**config.mk**
```make
export PLATFORM = sky130hd
export DESIGN_NAME = pwr_mode_ctl
export DESIGN_NICKNAME = d
export VERILOG_FILES = /design/src/rtl/pwr_mode_pkg.sv /design/src/rtl/pwr_mode_out.sv /design/src/rtl/pwr_baud_sel.sv /design/src/rtl/pwr_mode_ctl.sv
export SDC_FILE = /design/constraint.sdc
export NUM_CORES = 1
export LEC_CHECK = 0
export ABC_AREA = 1
export BUFFER_PORTS_ARGS = -buffer_cell sky130_fd_sc_hd__buf_2
export CORE_AREA = 2 2 39 41
export CTS_CLUSTER_SIZE = 16
export DETAILED_ROUTE_END_ITERATION = 10
export DIE_AREA = 0 0 41 43
export GPL_TIMING_DRIVEN = 0
export REMOVE_ABC_BUFFERS = 1
export SLEW_MARGIN = 20
export SYNTH_ARGS = -nofsm -noshare
export SYNTH_HDL_FRONTEND = slang
export SYNTH_SLANG_ARGS = --single-unit
```
**constraint.sdc**
```tcl
create_clock -name clk -period 1.21 [get_ports clk]
set_input_delay 0.121 -clock clk [delete_from_list [all_inputs] [get_ports clk]]
set_output_delay 0.121 -clock clk [all_outputs]
set_load 0.005 [all_outputs]
```
**src/rtl/pwr_mode_pkg.sv**
```systemverilog
package pwr_mode_pkg;
    localparam int BYTE_W  = 8;
    localparam int POS_DBL = 7;
    localparam int POS_GF1 = 3;
    localparam int POS_GF0 = 2;
    localparam int POS_PD  = 1;
    localparam int POS_IDL = 0;

    typedef struct packed {
        logic dbl;
        logic gf1;
        logic gf0;
        logic pd;
        logic idl;
    } pmc_state_t;

    localparam pmc_state_t PMC_RESET = '{dbl: 1'b0, gf1: 1'b0, gf0: 1'b0, pd: 1'b0, idl: 1'b0};
endpackage

```
**src/rtl/pwr_mode_out.sv**
```systemverilog
module pwr_mode_out
    import pwr_mode_pkg::*;
(
    input  pmc_state_t st,
    output logic       idle_mode,
    output logic       pd_mode
);
    // power-down dominates idle in the decode as well as in the register
    always_comb begin
        pd_mode   = st.pd;
        idle_mode = st.idl & ~st.pd;
    end
endmodule

```
**src/rtl/pwr_baud_sel.sv**
```systemverilog
module pwr_baud_sel #(
    parameter int SER_MODE_W = 2
) (
    input  logic                  dbl,
    input  logic                  t1_src,
    input  logic [SER_MODE_W-1:0] ser_mode,
    output logic                  x2
);
    localparam logic [SER_MODE_W-1:0] SHIFT_MODE = '0;

    always_comb begin
        x2 = dbl & t1_src & (ser_mode != SHIFT_MODE);
    end
endmodule

```
**src/rtl/pwr_mode_ctl.sv**
```systemverilog
module pwr_mode_ctl
    import pwr_mode_pkg::*;
#(
    parameter int SER_MODE_W = 2
) (
    input  logic                  clk,
    input  logic                  rst_n,
    input  logic                  reg_sel,
    input  logic                  wr_en,
    input  logic [7:0]            wr_data,
    output logic [7:0]            rd_data,
    input  logic                  wake_irq,
    input  logic [SER_MODE_W-1:0] ser_mode,
    input  logic                  t1_baud_src,
    output logic                  idle_mode,
    output logic                  pd_mode,
    output logic                  baud_x2
);
    localparam int RSV_LO = POS_GF1 + 1;
    localparam int RSV_HI = POS_DBL - 1;

    pmc_state_t st_d, st_q;
    logic       wr_hit;

    always_comb begin
        wr_hit = reg_sel & wr_en;
        st_d   = st_q;
        if (wr_hit) begin
            st_d.dbl = wr_data[POS_DBL];
            st_d.gf1 = wr_data[POS_GF1];
            st_d.gf0 = wr_data[POS_GF0];
            st_d.idl = wr_data[POS_IDL] & ~wr_data[POS_PD];
            if (wr_data[POS_PD]) begin
                st_d.pd = 1'b1;
            end
        end
        // a pending interrupt or an active power-down leaves no idle request
        if (wake_irq || st_d.pd) begin
            st_d.idl = 1'b0;
        end
    end

    always_ff @(posedge clk) begin
        if (!rst_n) begin
            st_q <= PMC_RESET;
        end else begin
            st_q <= st_d;
        end
    end

    always_comb begin
        rd_data[POS_DBL] = st_q.dbl;
        rd_data[POS_GF1] = st_q.gf1;
        rd_data[POS_GF0] = st_q.gf0;
        rd_data[POS_PD]  = st_q.pd;
        rd_data[POS_IDL] = st_q.idl;
    end

    for (genvar g = RSV_LO; g <= RSV_HI; g++) begin : g_rsv
        assign rd_data[g] = 1'b0;
    end

    pwr_mode_out u_out (
        .st        (st_q),
        .idle_mode (idle_mode),
        .pd_mode   (pd_mode)
    );

    pwr_baud_sel #(.SER_MODE_W(SER_MODE_W)) u_baud (
        .dbl      (st_q.dbl),
        .t1_src   (t1_baud_src),
        .ser_mode (ser_mode),
        .x2       (baud_x2)
    );
endmodule

```
==> report_table.html, run 1 <==
<table>
<tr><th>Metric</th><th>Value</th></tr>
<tr><th colspan="2">Worst setup path</th></tr>
<tr><td>CP Max Fanout</td><td>3</td></tr>
<tr><td>Data arrival, critical path</td><td>about 830 ps</td></tr>
<tr><td>Type of element launching the critical path</td><td>flip-flop</td></tr>
<tr><td>Critical Path Sink Type</td><td>output pin</td></tr>
<tr><td>Start-to-end type of the worst setup path</td><td>reg2out</td></tr>
<tr><td>Critical Path RT</td><td>between 1000 and 1500 ps</td></tr>
<tr><th colspan="2">Pwr</th></tr>
<tr><td>Power density of the placed cells</td><td>between 1000 and 1500 nW/um^2</td></tr>
<tr><td>Part of the total power dissipated in the clock network</td><td>44.1%</td></tr>
<tr><td>Maximum ir drop on the vdd rail</td><td>roughly 0.28 mV</td></tr>
<tr><td>Sw frac</td><td>roughly a quarter</td></tr>
<tr><td>Reported net switching power</td><td>109.5 uW</td></tr>
<tr><td>Pint</td><td>333.3 uW</td></tr>
<tr><td>Static leakage</td><td>between 0.0002 and 0.00025 uW</td></tr>
<tr><td>Pwr Total</td><td>between 400 and 500 uW</td></tr>
<tr><td>Logic gate share of total power</td><td>around 15%</td></tr>
<tr><td>Sequential share of power</td><td>around 41%</td></tr>
<tr><th colspan="2">Clock network</th></tr>
<tr><td>Number of sinks driven by the clock tree</td><td>5</td></tr>
<tr><td>CTS Hold Buffers Added</td><td>0</td></tr>
<tr><td>Clock H-tree levels</td><td>1</td></tr>
<tr><td># resized after CTS</td><td>0</td></tr>
<tr><td>Count of buffers added by post-CTS timing repair for setup</td><td>0</td></tr>
<tr><td>Clock tree buffer depth</td><td>2</td></tr>
<tr><td>CTS tree</td><td>built</td></tr>
<tr><td>Total clock buffers created by CTS</td><td>3</td></tr>
<tr><td>Clock transition at path regs</td><td>around 40 ps</td></tr>
<tr><td>Clk Latency, worst-skew pair</td><td>around 240 ps</td></tr>
<tr><td>Root Buffer Master</td><td>sky130_fd_sc_hd__clkbuf_4</td></tr>
<tr><th colspan="2">Timing</th></tr>
<tr><td>Hold Slack</td><td>131.3 ps</td></tr>
<tr><td>Final hold vios</td><td>0</td></tr>
<tr><td>Maximum achievable frequency</td><td>1.055 GHz</td></tr>
<tr><td>Setup Skew</td><td>~0.073 ps</td></tr>
<tr><td>Max-slew violations</td><td>0</td></tr>
<tr><td>Total setup violations reported at the end of the flow</td><td>0</td></tr>
<tr><td>Tmin final</td><td>about 950 ps</td></tr>
<tr><td>Tcrit/Tclk final</td><td>about four fifths</td></tr>
<tr><td>Unrepaired setup endpoints after global routing</td><td>no</td></tr>
<tr><td>Fin Setup TNS</td><td>0 ps</td></tr>
<tr><th colspan="2">Synthesis</th></tr>
<tr><td>Seq/Total Area, Yosys</td><td>37.74%</td></tr>
<tr><td>Post-synth cell types</td><td>13</td></tr>
<tr><td>Syn Std Cell Area</td><td>265.3 sq um</td></tr>
<tr><td>Post-Synth XOR/XNOR Area</td><td>0%</td></tr>
<tr><td>Syn_area_per_cell</td><td>7.169 sq um</td></tr>
<tr><td>Gate count after technology mapping</td><td>37</td></tr>
<tr><td>Yosys warnings</td><td>0</td></tr>
<tr><td>Share of cell area taken by muxes after synthesis</td><td>0%</td></tr>
<tr><td>Area fraction in compound gates after synthesis</td><td>12.74%</td></tr>
<tr><td>Adder-cell share of the synthesized area</td><td>0%</td></tr>
<tr><td>Register bit total from synthesis</td><td>5</td></tr>
<tr><td>Simple-Gate Fraction of Synth Area</td><td>between 20% and 30%</td></tr>
<tr><td>Largest family of logic cells by synthesized area</td><td>simple AND/OR/NAND/NOR gates</td></tr>
<tr><th colspan="2">Routing</th></tr>
<tr><td>Met2 wire length</td><td>309 um</td></tr>
<tr><td>Number of routed nets with antenna violations</td><td>0</td></tr>
<tr><td>Amount of wire on met3 after detailed routing</td><td>around 52 um</td></tr>
<tr><td>Post-detailed-route DRC marker count</td><td>0</td></tr>
<tr><td>Aggregate routed wire length</td><td>between 500 and 600 um</td></tr>
<tr><td>First-iteration detailed-routing DRC count</td><td>2</td></tr>
<tr><td>Top layer in use</td><td>met3</td></tr>
<tr><td>Router iterations before antenna repair</td><td>2</td></tr>
<tr><td>Routed via count divided by cell count</td><td>approximately 3.8</td></tr>
<tr><td>Met1 layer wirelength in the final routing</td><td>206 um</td></tr>
<tr><td>Number of vias after detailed routing</td><td>about 280</td></tr>
<tr><td>Final routed wire length divided by cell count</td><td>~7.7 um</td></tr>
<tr><th colspan="2">Finish</th></tr>
<tr><td>Fraction of final layout cells sized beyond drive strength 1</td><td>~50%</td></tr>
<tr><td>Post-Layout Cell Count</td><td>74</td></tr>
<tr><td>Synthesis-to-layout area growth</td><td>43.87%</td></tr>
<tr><td>ANT cells</td><td>0</td></tr>
<tr><td>Largest register FFs</td><td>5</td></tr>
<tr><td>Number of nets in the finished design</td><td>between 70 and 80</td></tr>
<tr><th colspan="2">GRT</th></tr>
<tr><td>Vias in the first global route</td><td>~240</td></tr>
<tr><td>First-pass GRT wire length</td><td>876 um</td></tr>
<tr><td>Total routing usage reported by global routing</td><td>roughly 8.0%</td></tr>
<tr><td>Largest net degree at the start of global routing</td><td>7</td></tr>
<tr><td>Remaining global-route overflow</td><td>0</td></tr>
<tr><td>Initial antenna violation count</td><td>0</td></tr>
<tr><th colspan="2">Placed design</th></tr>
<tr><td>Cell total after placement</td><td>70</td></tr>
<tr><td>Placer congestion estimate</td><td>roughly 0.76</td></tr>
<tr><td>Estimated wirelength of the detail-placed design</td><td>around 480 um</td></tr>
<tr><td>Buffers on Ports</td><td>20</td></tr>
<tr><th colspan="2">Floorplan</th></tr>
<tr><td>Chip width</td><td>slightly above 40 um</td></tr>
<tr><td>Starting density of the core</td><td>between 10% and 20%</td></tr>
<tr><td>Area of the core</td><td>around 1400 sq um</td></tr>
<tr><td>Chip Height</td><td>about 43 um</td></tr>
<tr><td>Number of standard-cell rows in the floorplan</td><td>14</td></tr>
<tr><td>Number of I/O pins</td><td>27</td></tr>
<tr><td>Die ar.</td><td>about 1800 sq um</td></tr>
<tr><th colspan="2">Hold path</th></tr>
<tr><td>Worst hold-check path type</td><td>in2reg</td></tr>
<tr><th colspan="2">Flow run</th></tr>
<tr><td>Count of maximum capacitance violations</td><td>0</td></tr>
<tr><th colspan="2">Status</th></tr>
<tr><td>Status</td><td>complete, no violations</td></tr>
</table>
==> logic make-up (layout without fill, tap and decap cells) <==
family | count (synthesis) | after routing
other | 1 | 3
buffers and inverters | 11 | 30
AOI/OAI and AO/OA | 5 | 5
and+or+nand+nor | 15 | 15
DFF | 5 | 5
==> path summary, 6_finish.rpt <==
check                               start  depth (start not counted)                 endpoint  slack [ps]
setup / recovery  rd_data[7]$_SDFFE_PN0P_                          2                  baud_x2         260
hold / removal                 wr_data[3]                          3  rd_data[3]$_SDFFE_PN0P_         130
setup reg to reg    rd_data[1]$_SDFF_PN0_                          4    rd_data[1]$_SDFF_PN0_         530
hold reg to reg   rd_data[3]$_SDFFE_PN0P_                          2  rd_data[3]$_SDFFE_PN0P_         470
==> critical path, stage by stage (launching register included) <==
cell and delay [ps]:
sky130_fd_sc_hd__dfxtp_1 340, sky130_fd_sc_hd__o211a_1 140, sky130_fd_sc_hd__buf_2 100
==> layer usage <==
layer	track usage, %	vias up
li1	-	144
met4	12.00	0
met3	1.571	0
met1	8.360	128
met2	10.31	12
met5	0	-
==> Yosys cell counts <==
library cell	count	area, sq um
sky130_fd_sc_hd__o21ai_2	1	8.760
sky130_fd_sc_hd__buf_4	5	37.54
sky130_fd_sc_hd__inv_2	1	3.750
sky130_fd_sc_hd__nand2_1	2	7.510
sky130_fd_sc_hd__nor2_2	2	12.51
sky130_fd_sc_hd__o211a_1	1	10.01
sky130_fd_sc_hd__conb_1	1	3.750
sky130_fd_sc_hd__nand3_1	1	5.000
sky130_fd_sc_hd__nor2_1	8	30.03
sky130_fd_sc_hd__o21ai_0	3	15.01
sky130_fd_sc_hd__dfxtp_1	5	100.1
sky130_fd_sc_hd__nand2_2	2	12.51
sky130_fd_sc_hd__inv_1	5	18.77
==> power by group through the flow <==
stage | clock network, uW | registers (uW) | logic, uW
final | 195 | 180 | 67.6
after floorplan | 0 | 184 | 30.6
after global routing | 213 | 182 | 77.9
after detailed placement | 0 | 183 | 68.9
after global placement | 0 | 183 | 67.3
after CTS | 204 | 180 | 69.2
==> per-stage QoR <==
step                worst slack, ps  util, %  area (sq um)
global route                  189.6    27.58         381.6
CTS                           239.0    27.58         381.6
global placement              520.8    25.68         355.3
floorplan                     549.0        -         235.2
detailed placement            506.6    25.68         355.3
finish                        261.9    27.58         381.6
==> placed cells by master, fill, tap and decap left out <==
| cell | instances |
|---|---|
| sky130_fd_sc_hd__buf_2 | 20 |
| sky130_fd_sc_hd__nor2_1 | 8 |
| sky130_fd_sc_hd__inv_1 | 5 |
| sky130_fd_sc_hd__dfxtp_1 | 5 |
| sky130_fd_sc_hd__o21ai_0 | 3 |
| sky130_fd_sc_hd__conb_1 | 3 |
| sky130_fd_sc_hd__clkbuf_4 | 3 |
| sky130_fd_sc_hd__nand2_2 | 2 |
| sky130_fd_sc_hd__nand2_1 | 2 |
| sky130_fd_sc_hd__nor2_2 | 2 |
| sky130_fd_sc_hd__o211a_1 | 1 |
| sky130_fd_sc_hd__o21ai_2 | 1 |
| sky130_fd_sc_hd__inv_2 | 1 |
| sky130_fd_sc_hd__nand3_1 | 1 |
| sky130_fd_sc_hd__clkbuf_1 | 1 |
==> final cells by class <==
cell class / count / area, sq um
clock buffer: 4 / 26.28
fill: 167 / 1002
inverter: 6 / 22.52
multi-input combinational: 23 / 112.6
sequential: 5 / 100.1
tap: 16 / 20.02
timing repair buffer: 20 / 100.1
Note: power is estimated with default switching activity, not from simulation.
==> run 2: changes to the inputs <==
--- a/config.mk
+++ b/config.mk
@@ -5,7 +5,7 @@
 export SDC_FILE = /design/constraint.sdc
 export NUM_CORES = 1
 export LEC_CHECK = 0
-export ABC_AREA = 1
+export ABC_AREA = 0
 export BUFFER_PORTS_ARGS = -buffer_cell sky130_fd_sc_hd__buf_2
 export CORE_AREA = 2 2 39 41
 export CTS_CLUSTER_SIZE = 16
==> constraint.sdc (replaced) <==
create_clock -name clk -period 0.8 [get_ports clk]
set_input_delay 0.08 -clock clk [delete_from_list [all_inputs] [get_ports clk]]
set_output_delay 0.08 -clock clk [all_outputs]
set_load 0.005 [all_outputs]
==> report_table.html, run 2 <==
<table>
<tr><th>Metric</th><th>Value</th></tr>
<tr><th colspan="2">Routing</th></tr>
<tr><td>Number of routed nets with antenna violations</td><td>0</td></tr>
<tr><td>First-iteration detailed-routing DRC count</td><td>3</td></tr>
<tr><td>Routed via count divided by cell count</td><td>around 4.2</td></tr>
<tr><td>Router iterations before antenna repair</td><td>4</td></tr>
<tr><td>Post-detailed-route DRC marker count</td><td>0</td></tr>
<tr><td>Number of vias after detailed routing</td><td>272</td></tr>
<tr><td>Final routed wire length divided by cell count</td><td>between 10 and 15 um</td></tr>
<tr><td>Aggregate routed wire length</td><td>~700 um</td></tr>
<tr><th colspan="2">Worst setup path</th></tr>
<tr><td>Critical Path RT</td><td>slightly above 700 ps</td></tr>
<tr><td>Type of element launching the critical path</td><td>flip-flop</td></tr>
<tr><td>Depth of the worst register-to-register path</td><td>2</td></tr>
<tr><td>Start-to-end type of the worst setup path</td><td>reg2out</td></tr>
<tr><td>Critical Path Sink Type</td><td>output pin</td></tr>
<tr><td>R2R Path Start</td><td>rd_data[0]$_SDFFE_PP0P_</td></tr>
<tr><td>Minimum setup slack among reg-to-reg paths</td><td>50 ps</td></tr>
<tr><td>CP Max Fanout</td><td>3</td></tr>
<tr><td>Reg2reg end</td><td>rd_data[0]$_SDFFE_PP0P_</td></tr>
<tr><td>Data arrival, critical path</td><td>around 800 ps</td></tr>
<tr><th colspan="2">GRT</th></tr>
<tr><td>Total routing usage reported by global routing</td><td>roughly 8.6%</td></tr>
<tr><td>Vias in the first global route</td><td>about 230</td></tr>
<tr><td>Initial antenna violation count</td><td>0</td></tr>
<tr><td>Remaining global-route overflow</td><td>0</td></tr>
<tr><td>First-pass GRT wire length</td><td>917 um</td></tr>
<tr><td>Largest net degree at the start of global routing</td><td>10</td></tr>
<tr><th colspan="2">Pwr</th></tr>
<tr><td>Reported net switching power</td><td>approximately 160 uW</td></tr>
<tr><td>Sequential share of power</td><td>between 40 and 50%</td></tr>
<tr><td>Part of the total power dissipated in the clock network</td><td>between 40% and 50%</td></tr>
<tr><td>Static leakage</td><td>roughly 0.00023 uW</td></tr>
<tr><td>Pint</td><td>~500 uW</td></tr>
<tr><td>Power density of the placed cells</td><td>roughly 1600 nW/um^2</td></tr>
<tr><td>Pwr Total</td><td>roughly 660 uW</td></tr>
<tr><td>Sw frac</td><td>between 20% and 30%</td></tr>
<tr><td>Logic gate share of total power</td><td>around 14%</td></tr>
<tr><td>Maximum ir drop on the vdd rail</td><td>between 1 and 1.5 mV</td></tr>
<tr><th colspan="2">Synthesis</th></tr>
<tr><td>Seq/Total Area, Yosys</td><td>37.21%</td></tr>
<tr><td>Leading post-synthesis cells by cell area</td><td>sky130_fd_sc_hd__dfxtp_1, sky130_fd_sc_hd__buf_4, sky130_fd_sc_hd__a21boi_0</td></tr>
<tr><td>Most frequent cells after synthesis</td><td>sky130_fd_sc_hd__buf_4, sky130_fd_sc_hd__dfxtp_1, sky130_fd_sc_hd__a21boi_0</td></tr>
<tr><td>Prevailing post-synth register cell</td><td>sky130_fd_sc_hd__dfxtp_1</td></tr>
<tr><td>Post-Synth XOR/XNOR Area</td><td>0%</td></tr>
<tr><td>Post-synthesis async set-or-reset flop share</td><td>0%</td></tr>
<tr><td>Fraction of post-synthesis cell area in the top cell type by area</td><td>between 30 and 40%</td></tr>
<tr><td>Syn_area_per_cell</td><td>roughly 9.6 sq um</td></tr>
<tr><td>Largest family of logic cells by synthesized area</td><td>compound AO/OA/AOI/OAI gates</td></tr>
<tr><td>Adder-cell share of the synthesized area</td><td>0%</td></tr>
<tr><td>Register bit total from synthesis</td><td>5</td></tr>
<tr><td>Gate count after technology mapping</td><td>28</td></tr>
<tr><td>Area fraction in compound gates after synthesis</td><td>29.30%</td></tr>
<tr><td>EDFF count, synth</td><td>0</td></tr>
<tr><td>Yosys warnings</td><td>0</td></tr>
<tr><td>Simple-Gate Fraction of Synth Area</td><td>a little under a fifth</td></tr>
<tr><td>Cell taking the most area after synthesis</td><td>sky130_fd_sc_hd__dfxtp_1</td></tr>
<tr><td>Post-synth cell types</td><td>11</td></tr>
<tr><td>Syn Std Cell Area</td><td>about 270 sq um</td></tr>
<tr><td>Share of cell area taken by muxes after synthesis</td><td>0%</td></tr>
<tr><th colspan="2">Flow run</th></tr>
<tr><td>Count of maximum capacitance violations</td><td>0</td></tr>
<tr><th colspan="2">Timing</th></tr>
<tr><td>Fin worst setup slack</td><td>-83.33 ps</td></tr>
<tr><td>Setup Skew</td><td>0.04780 ps</td></tr>
<tr><td>Max-slew violations</td><td>0</td></tr>
<tr><td>Total setup violations reported at the end of the flow</td><td>4</td></tr>
<tr><td>Hold Slack</td><td>96.36 ps</td></tr>
<tr><td>Fin Setup TNS</td><td>-171.4 ps</td></tr>
<tr><td>Tmin final</td><td>between 800 and 900 ps</td></tr>
<tr><td>Unrepaired setup endpoints after global routing</td><td>yes</td></tr>
<tr><td>Tcrit/Tclk final</td><td>110.4%</td></tr>
<tr><td>Final hold vios</td><td>0</td></tr>
<tr><td>Maximum achievable frequency</td><td>1.132 GHz</td></tr>
<tr><th colspan="2">Floorplan</th></tr>
<tr><td>Number of standard-cell rows in the floorplan</td><td>14</td></tr>
<tr><td>Starting density of the core</td><td>roughly a fifth</td></tr>
<tr><td>Area of the core</td><td>approximately 1400 sq um</td></tr>
<tr><td>Chip Height</td><td>around 43 um</td></tr>
<tr><td>Number of I/O pins</td><td>27</td></tr>
<tr><td>Die ar.</td><td>about 1800 sq um</td></tr>
<tr><td>Chip width</td><td>roughly 41 um</td></tr>
<tr><th colspan="2">Clock network</th></tr>
<tr><td>Number of sinks driven by the clock tree</td><td>5</td></tr>
<tr><td>CTS Hold Buffers Added</td><td>0</td></tr>
<tr><td>Clk Latency, worst-skew pair</td><td>roughly 240 ps</td></tr>
<tr><td>Clock transition at path regs</td><td>40 ps</td></tr>
<tr><td>Clock H-tree levels</td><td>1</td></tr>
<tr><td>Count of buffers added by post-CTS timing repair for setup</td><td>0</td></tr>
<tr><td>Total clock buffers created by CTS</td><td>3</td></tr>
<tr><td>Clock tree buffer depth</td><td>2</td></tr>
<tr><td>CTS tree</td><td>built</td></tr>
<tr><td>Root Buffer Master</td><td>sky130_fd_sc_hd__clkbuf_4</td></tr>
<tr><th colspan="2">Finish</th></tr>
<tr><td>Post-route core utilization</td><td>approximately 30%</td></tr>
<tr><td>ANT cells</td><td>0</td></tr>
<tr><td>Fillcell total</td><td>between 150 and 200</td></tr>
<tr><td>Number of nets in the finished design</td><td>66</td></tr>
<tr><td>Synthesis-to-layout area growth</td><td>53.02%</td></tr>
<tr><td>Commonest non-fill, non-tap cell in the layout</td><td>sky130_fd_sc_hd__buf_2</td></tr>
<tr><td>Largest register FFs</td><td>5</td></tr>
<tr><td>Commonest cells after routing, fill and taps aside</td><td>sky130_fd_sc_hd__buf_2, sky130_fd_sc_hd__a21boi_0</td></tr>
<tr><td>Fraction of final layout cells sized beyond drive strength 1</td><td>61.22%</td></tr>
<tr><th colspan="2">Status</th></tr>
<tr><td>Status</td><td>complete, but fails checks</td></tr>
<tr><td>Failing checks</td><td>negative setup slack</td></tr>
<tr><th colspan="2">Placed design</th></tr>
<tr><td>Placer congestion estimate</td><td>0.6009</td></tr>
<tr><td>Buffers on Ports</td><td>20</td></tr>
<tr><th colspan="2">Hold path</th></tr>
<tr><td>Number of instances on the worst hold path</td><td>3</td></tr>
<tr><td>Startpoint of the worst hold path</td><td>wake_irq</td></tr>
<tr><td>Worst hold-check path type</td><td>in2reg</td></tr>
<tr><td>Endpoint, Worst Hold</td><td>rd_data[0]$_SDFFE_PP0P_</td></tr>
</table>
## run 2: power groups by stage
stage | combinational (uW) | sequential [uW] | clock, uW
after floorplan | 26.8 | 273 | 0
after global placement | 83.1 | 271 | 0
after detailed placement | 84.4 | 272 | 0
after CTS | 85.4 | 268 | 313
after global routing | 99.5 | 270 | 336
final | 90.4 | 269 | 297
## run 2: worst max path at each step
stage,from,endpoint,slack [ps],cells past startpoint
final,rd_data[7]$_SDFFE_PN0P_,baud_x2,-80,2
after global routing,rd_data[7]$_SDFFE_PN0P_,baud_x2,-150,2
after floorplan,rd_data[0]$_SDFFE_PP0P_,rd_data[0]$_SDFFE_PP0P_,60,2
after CTS,rd_data[7]$_SDFFE_PN0P_,baud_x2,-100,2
after detailed placement,rd_data[0]$_SDFFE_PP0P_,rd_data[0]$_SDFFE_PP0P_,50,2
after global placement,rd_data[0]$_SDFFE_PP0P_,rd_data[0]$_SDFFE_PP0P_,60,2
## run 2: logic make-up after synthesis
family / after synthesis
and+or+nand+nor: 7
AOI/OAI and AO/OA: 10
DFF: 5
other: 1
buffers and inverters: 5
## run 2: routing by layer
layer	vias up	GRT usage, %	routed length, um	part of all wire [%]
li1	135	-	-	-
met1	117	7.767	269	39
met2	20	12.19	305	44
met3	0	9.948	116	17
met4	0	2.000	0	0
met5	-	0	0	0
## run 2: layout make-up
class                   count  area (sq um)  area share (%)
multi-input cells          20         146.4           35.56
well taps                  16         20.02           4.863
clock buffers               4         26.28           6.383
flip-flops and latches      5         106.4           25.84
repair buffers             20         112.6           27.36
## run 2: repair_timing
item                                    4_1_cts  5_1_grt
resized for setup                             3        4
endpoints found under the setup margin        4        5
pin swaps                                     1        1
## run 2: worst max-delay path: stages, from the launching register on
cell and delay, ps:
sky130_fd_sc_hd__dfxtp_2 330, sky130_fd_sc_hd__o211a_1 130, sky130_fd_sc_hd__buf_2 100
## run 2: stage by stage
stage               setup WS [ps]  cell area, sq um  std cells
floorplan                   59.35             239.0         25
global placement            58.64             359.1         61
detailed placement          46.01             359.1         61
CTS                        -96.18             389.1         65
global route               -148.9             411.6         65
finish                     -83.33             411.6         65
==> run 3: changes to the inputs <==
--- a/config.mk
+++ b/config.mk
@@ -12,6 +12,7 @@
 export DETAILED_ROUTE_END_ITERATION = 10
 export DIE_AREA = 0 0 41 43
 export GPL_TIMING_DRIVEN = 0
+export PLACE_DENSITY = 0.62
 export REMOVE_ABC_BUFFERS = 1
 export SLEW_MARGIN = 20
 export SYNTH_ARGS = -nofsm -noshare
==> report_table.html, run 3 (synthesized netlist as in run 2, its figures left out) <==
<table>
<tr><th>Metric</th><th>Value</th></tr>
<tr><th colspan="2">Timing</th></tr>
<tr><td>Tcrit/Tclk final</td><td>111.6%</td></tr>
<tr><td>Hold Slack</td><td>about 89 ps</td></tr>
<tr><td>Fin worst setup slack</td><td>-93.08 ps</td></tr>
<tr><td>Total setup violations reported at the end of the flow</td><td>2</td></tr>
<tr><td>Fin Setup TNS</td><td>-155.4 ps</td></tr>
<tr><td>Final hold vios</td><td>0</td></tr>
<tr><td>Max-slew violations</td><td>0</td></tr>
<tr><td>Tmin final</td><td>between 800 and 900 ps</td></tr>
<tr><td>Setup Skew</td><td>approximately 0.047 ps</td></tr>
<tr><td>Maximum achievable frequency</td><td>about 1.1 GHz</td></tr>
<tr><td>Unrepaired setup endpoints after global routing</td><td>yes</td></tr>
<tr><th colspan="2">Worst setup path</th></tr>
<tr><td>Start-to-end type of the worst setup path</td><td>reg2out</td></tr>
<tr><td>Depth of the worst register-to-register path</td><td>2</td></tr>
<tr><td>Type of element launching the critical path</td><td>flip-flop</td></tr>
<tr><td>Start point of the critical path</td><td>rd_data[7]$_SDFFE_PN0P_</td></tr>
<tr><td>Critical Path RT</td><td>between 700 and 800 ps</td></tr>
<tr><td>Critical Path Sink Type</td><td>output pin</td></tr>
<tr><td>Minimum setup slack among reg-to-reg paths</td><td>40 ps</td></tr>
<tr><td>CP Max Fanout</td><td>3</td></tr>
<tr><td>R2R Path Start</td><td>rd_data[0]$_SDFFE_PP0P_</td></tr>
<tr><td>Reg2reg end</td><td>rd_data[0]$_SDFFE_PP0P_</td></tr>
<tr><td>Data arrival, critical path</td><td>810 ps</td></tr>
<tr><td>Termination of the worst setup path</td><td>baud_x2</td></tr>
<tr><th colspan="2">Finish</th></tr>
<tr><td>Fraction of final layout cells sized beyond drive strength 1</td><td>about three fifths</td></tr>
<tr><td>Commonest non-fill, non-tap cell in the layout</td><td>sky130_fd_sc_hd__buf_2</td></tr>
<tr><td>Number of nets in the finished design</td><td>66</td></tr>
<tr><td>Post-route core utilization</td><td>roughly 29%</td></tr>
<tr><td>Synthesis-to-layout area growth</td><td>46.98%</td></tr>
<tr><td>Layout Cell Area excl Fill</td><td>about 400 sq um</td></tr>
<tr><td>Largest register FFs</td><td>5</td></tr>
<tr><td>ANT cells</td><td>0</td></tr>
<tr><td>Commonest cells after routing, fill and taps aside</td><td>sky130_fd_sc_hd__buf_2, sky130_fd_sc_hd__a21boi_0</td></tr>
<tr><th colspan="2">Placed design</th></tr>
<tr><td>Buffers on Ports</td><td>20</td></tr>
<tr><td>Cell Area, Placed</td><td>about 360 sq um</td></tr>
<tr><td>Placer congestion estimate</td><td>between 0.5 and 0.6</td></tr>
<tr><th colspan="2">Routing</th></tr>
<tr><td>Aggregate routed wire length</td><td>between 600 and 700 um</td></tr>
<tr><td>Post-detailed-route DRC marker count</td><td>0</td></tr>
<tr><td>Number of vias after detailed routing</td><td>270</td></tr>
<tr><td>Number of routed nets with antenna violations</td><td>0</td></tr>
<tr><td>First-iteration detailed-routing DRC count</td><td>0</td></tr>
<tr><td>Router iterations before antenna repair</td><td>1</td></tr>
<tr><td>Routed via count divided by cell count</td><td>around 4.2</td></tr>
<tr><td>Final routed wire length divided by cell count</td><td>9.446 um</td></tr>
<tr><th colspan="2">Clock network</th></tr>
<tr><td>Root Buffer Master</td><td>sky130_fd_sc_hd__clkbuf_4</td></tr>
<tr><td>Clock tree buffer depth</td><td>2</td></tr>
<tr><td>Total clock buffers created by CTS</td><td>3</td></tr>
<tr><td>Number of sinks driven by the clock tree</td><td>5</td></tr>
<tr><td>Clock transition at path regs</td><td>40 ps</td></tr>
<tr><td>Clock H-tree levels</td><td>1</td></tr>
<tr><td>CTS Hold Buffers Added</td><td>0</td></tr>
<tr><td>Count of buffers added by post-CTS timing repair for setup</td><td>0</td></tr>
<tr><td>Clk Latency, worst-skew pair</td><td>240 ps</td></tr>
<tr><td>CTS tree</td><td>built</td></tr>
<tr><th colspan="2">Status</th></tr>
<tr><td>Failing checks</td><td>negative setup slack</td></tr>
<tr><td>Status</td><td>complete, but fails checks</td></tr>
<tr><th colspan="2">Floorplan</th></tr>
<tr><td>Chip width</td><td>41 um</td></tr>
<tr><td>Starting density of the core</td><td>between 10% and 20%</td></tr>
<tr><td>Die ar.</td><td>about 1800 sq um</td></tr>
<tr><td>Area of the core</td><td>around 1400 sq um</td></tr>
<tr><td>Number of standard-cell rows in the floorplan</td><td>14</td></tr>
<tr><td>Number of I/O pins</td><td>27</td></tr>
<tr><td>Chip Height</td><td>~43 um</td></tr>
<tr><th colspan="2">GRT</th></tr>
<tr><td>Vias in the first global route</td><td>between 200 and 250</td></tr>
<tr><td>Remaining global-route overflow</td><td>0</td></tr>
<tr><td>Largest net degree at the start of global routing</td><td>10</td></tr>
<tr><td>Initial antenna violation count</td><td>0</td></tr>
<tr><td>First-pass GRT wire length</td><td>876 um</td></tr>
<tr><td>Total routing usage reported by global routing</td><td>slightly above 8%</td></tr>
<tr><th colspan="2">Pwr</th></tr>
<tr><td>Maximum ir drop on the vdd rail</td><td>0.8655 mV</td></tr>
<tr><td>Power density of the placed cells</td><td>roughly 1600 nW/um^2</td></tr>
<tr><td>Static leakage</td><td>~0.00023 uW</td></tr>
<tr><th colspan="2">Flow run</th></tr>
<tr><td>Count of maximum capacitance violations</td><td>0</td></tr>
<tr><th colspan="2">Hold path</th></tr>
<tr><td>Worst hold-check path type</td><td>in2reg</td></tr>
</table>
==> run 3: routing by layer <==
metal | global-route usage [%] | up-vias | wire length [um]
met2 | 10.00 | 19 | 256
met1 | 8.710 | 116 | 265
li1 | - | 135 | -
met4 | 2.000 | 0 | 0
met5 | 0 | - | 0
met3 | 9.948 | 0 | 92
==> run 3: timing repair <==
item | 4_1_cts | 5_1_grt
endpoints found under the setup margin | 4 | 5
pin swaps | 1 | 0
resized for setup | 3 | 1
==> run 3: worst min path at each step <==
| stage | startpoint | slack [ps] | depth (start not counted) | endpoint |
|---|---|---|---|---|
| final | wake_irq | 90 | 3 | rd_data[0]$_SDFFE_PP0P_ |
| after global routing | wake_irq | 80 | 3 | rd_data[0]$_SDFFE_PP0P_ |
| after CTS | wake_irq | 80 | 3 | rd_data[0]$_SDFFE_PP0P_ |
| after detailed placement | wake_irq | 350 | 3 | rd_data[0]$_SDFFE_PP0P_ |
| after global placement | wake_irq | 340 | 3 | rd_data[0]$_SDFFE_PP0P_ |
| after floorplan | rst_n | 200 | 1 | rd_data[2]$_SDFFE_PN0P_ |
==> run 3: layout make-up <==
type                    count  area (sq um)
repair buffers             20         106.4
well taps                  16         20.02
multi-input cells          20         138.9
fillers                   159         988.4
flip-flops and latches      5         103.9
clock buffers               4         26.28
==> run 3: critical path, stage by stage (launching register included) <==
cell and delay, ps:
sky130_fd_sc_hd__dfxtp_2 340, sky130_fd_sc_hd__o211a_1 130, sky130_fd_sc_hd__buf_2 100
==> run 3: power breakdown <==
part | switching [uW] | internal [uW]
combinational | 37.1 | 49.4
clock | 108 | 189
sequential | 6.84 | 261
==> run 3: stage by stage <==
stage	instances	power, uW	setup slack (ps)
final	65	651.9	-93.08
after global routing	65	710.9	-152.2
after CTS	65	670.6	-94.92
after detailed placement	61	355.7	46.88
after global placement	61	354.2	64.17
after floorplan	25	299.4	59.35
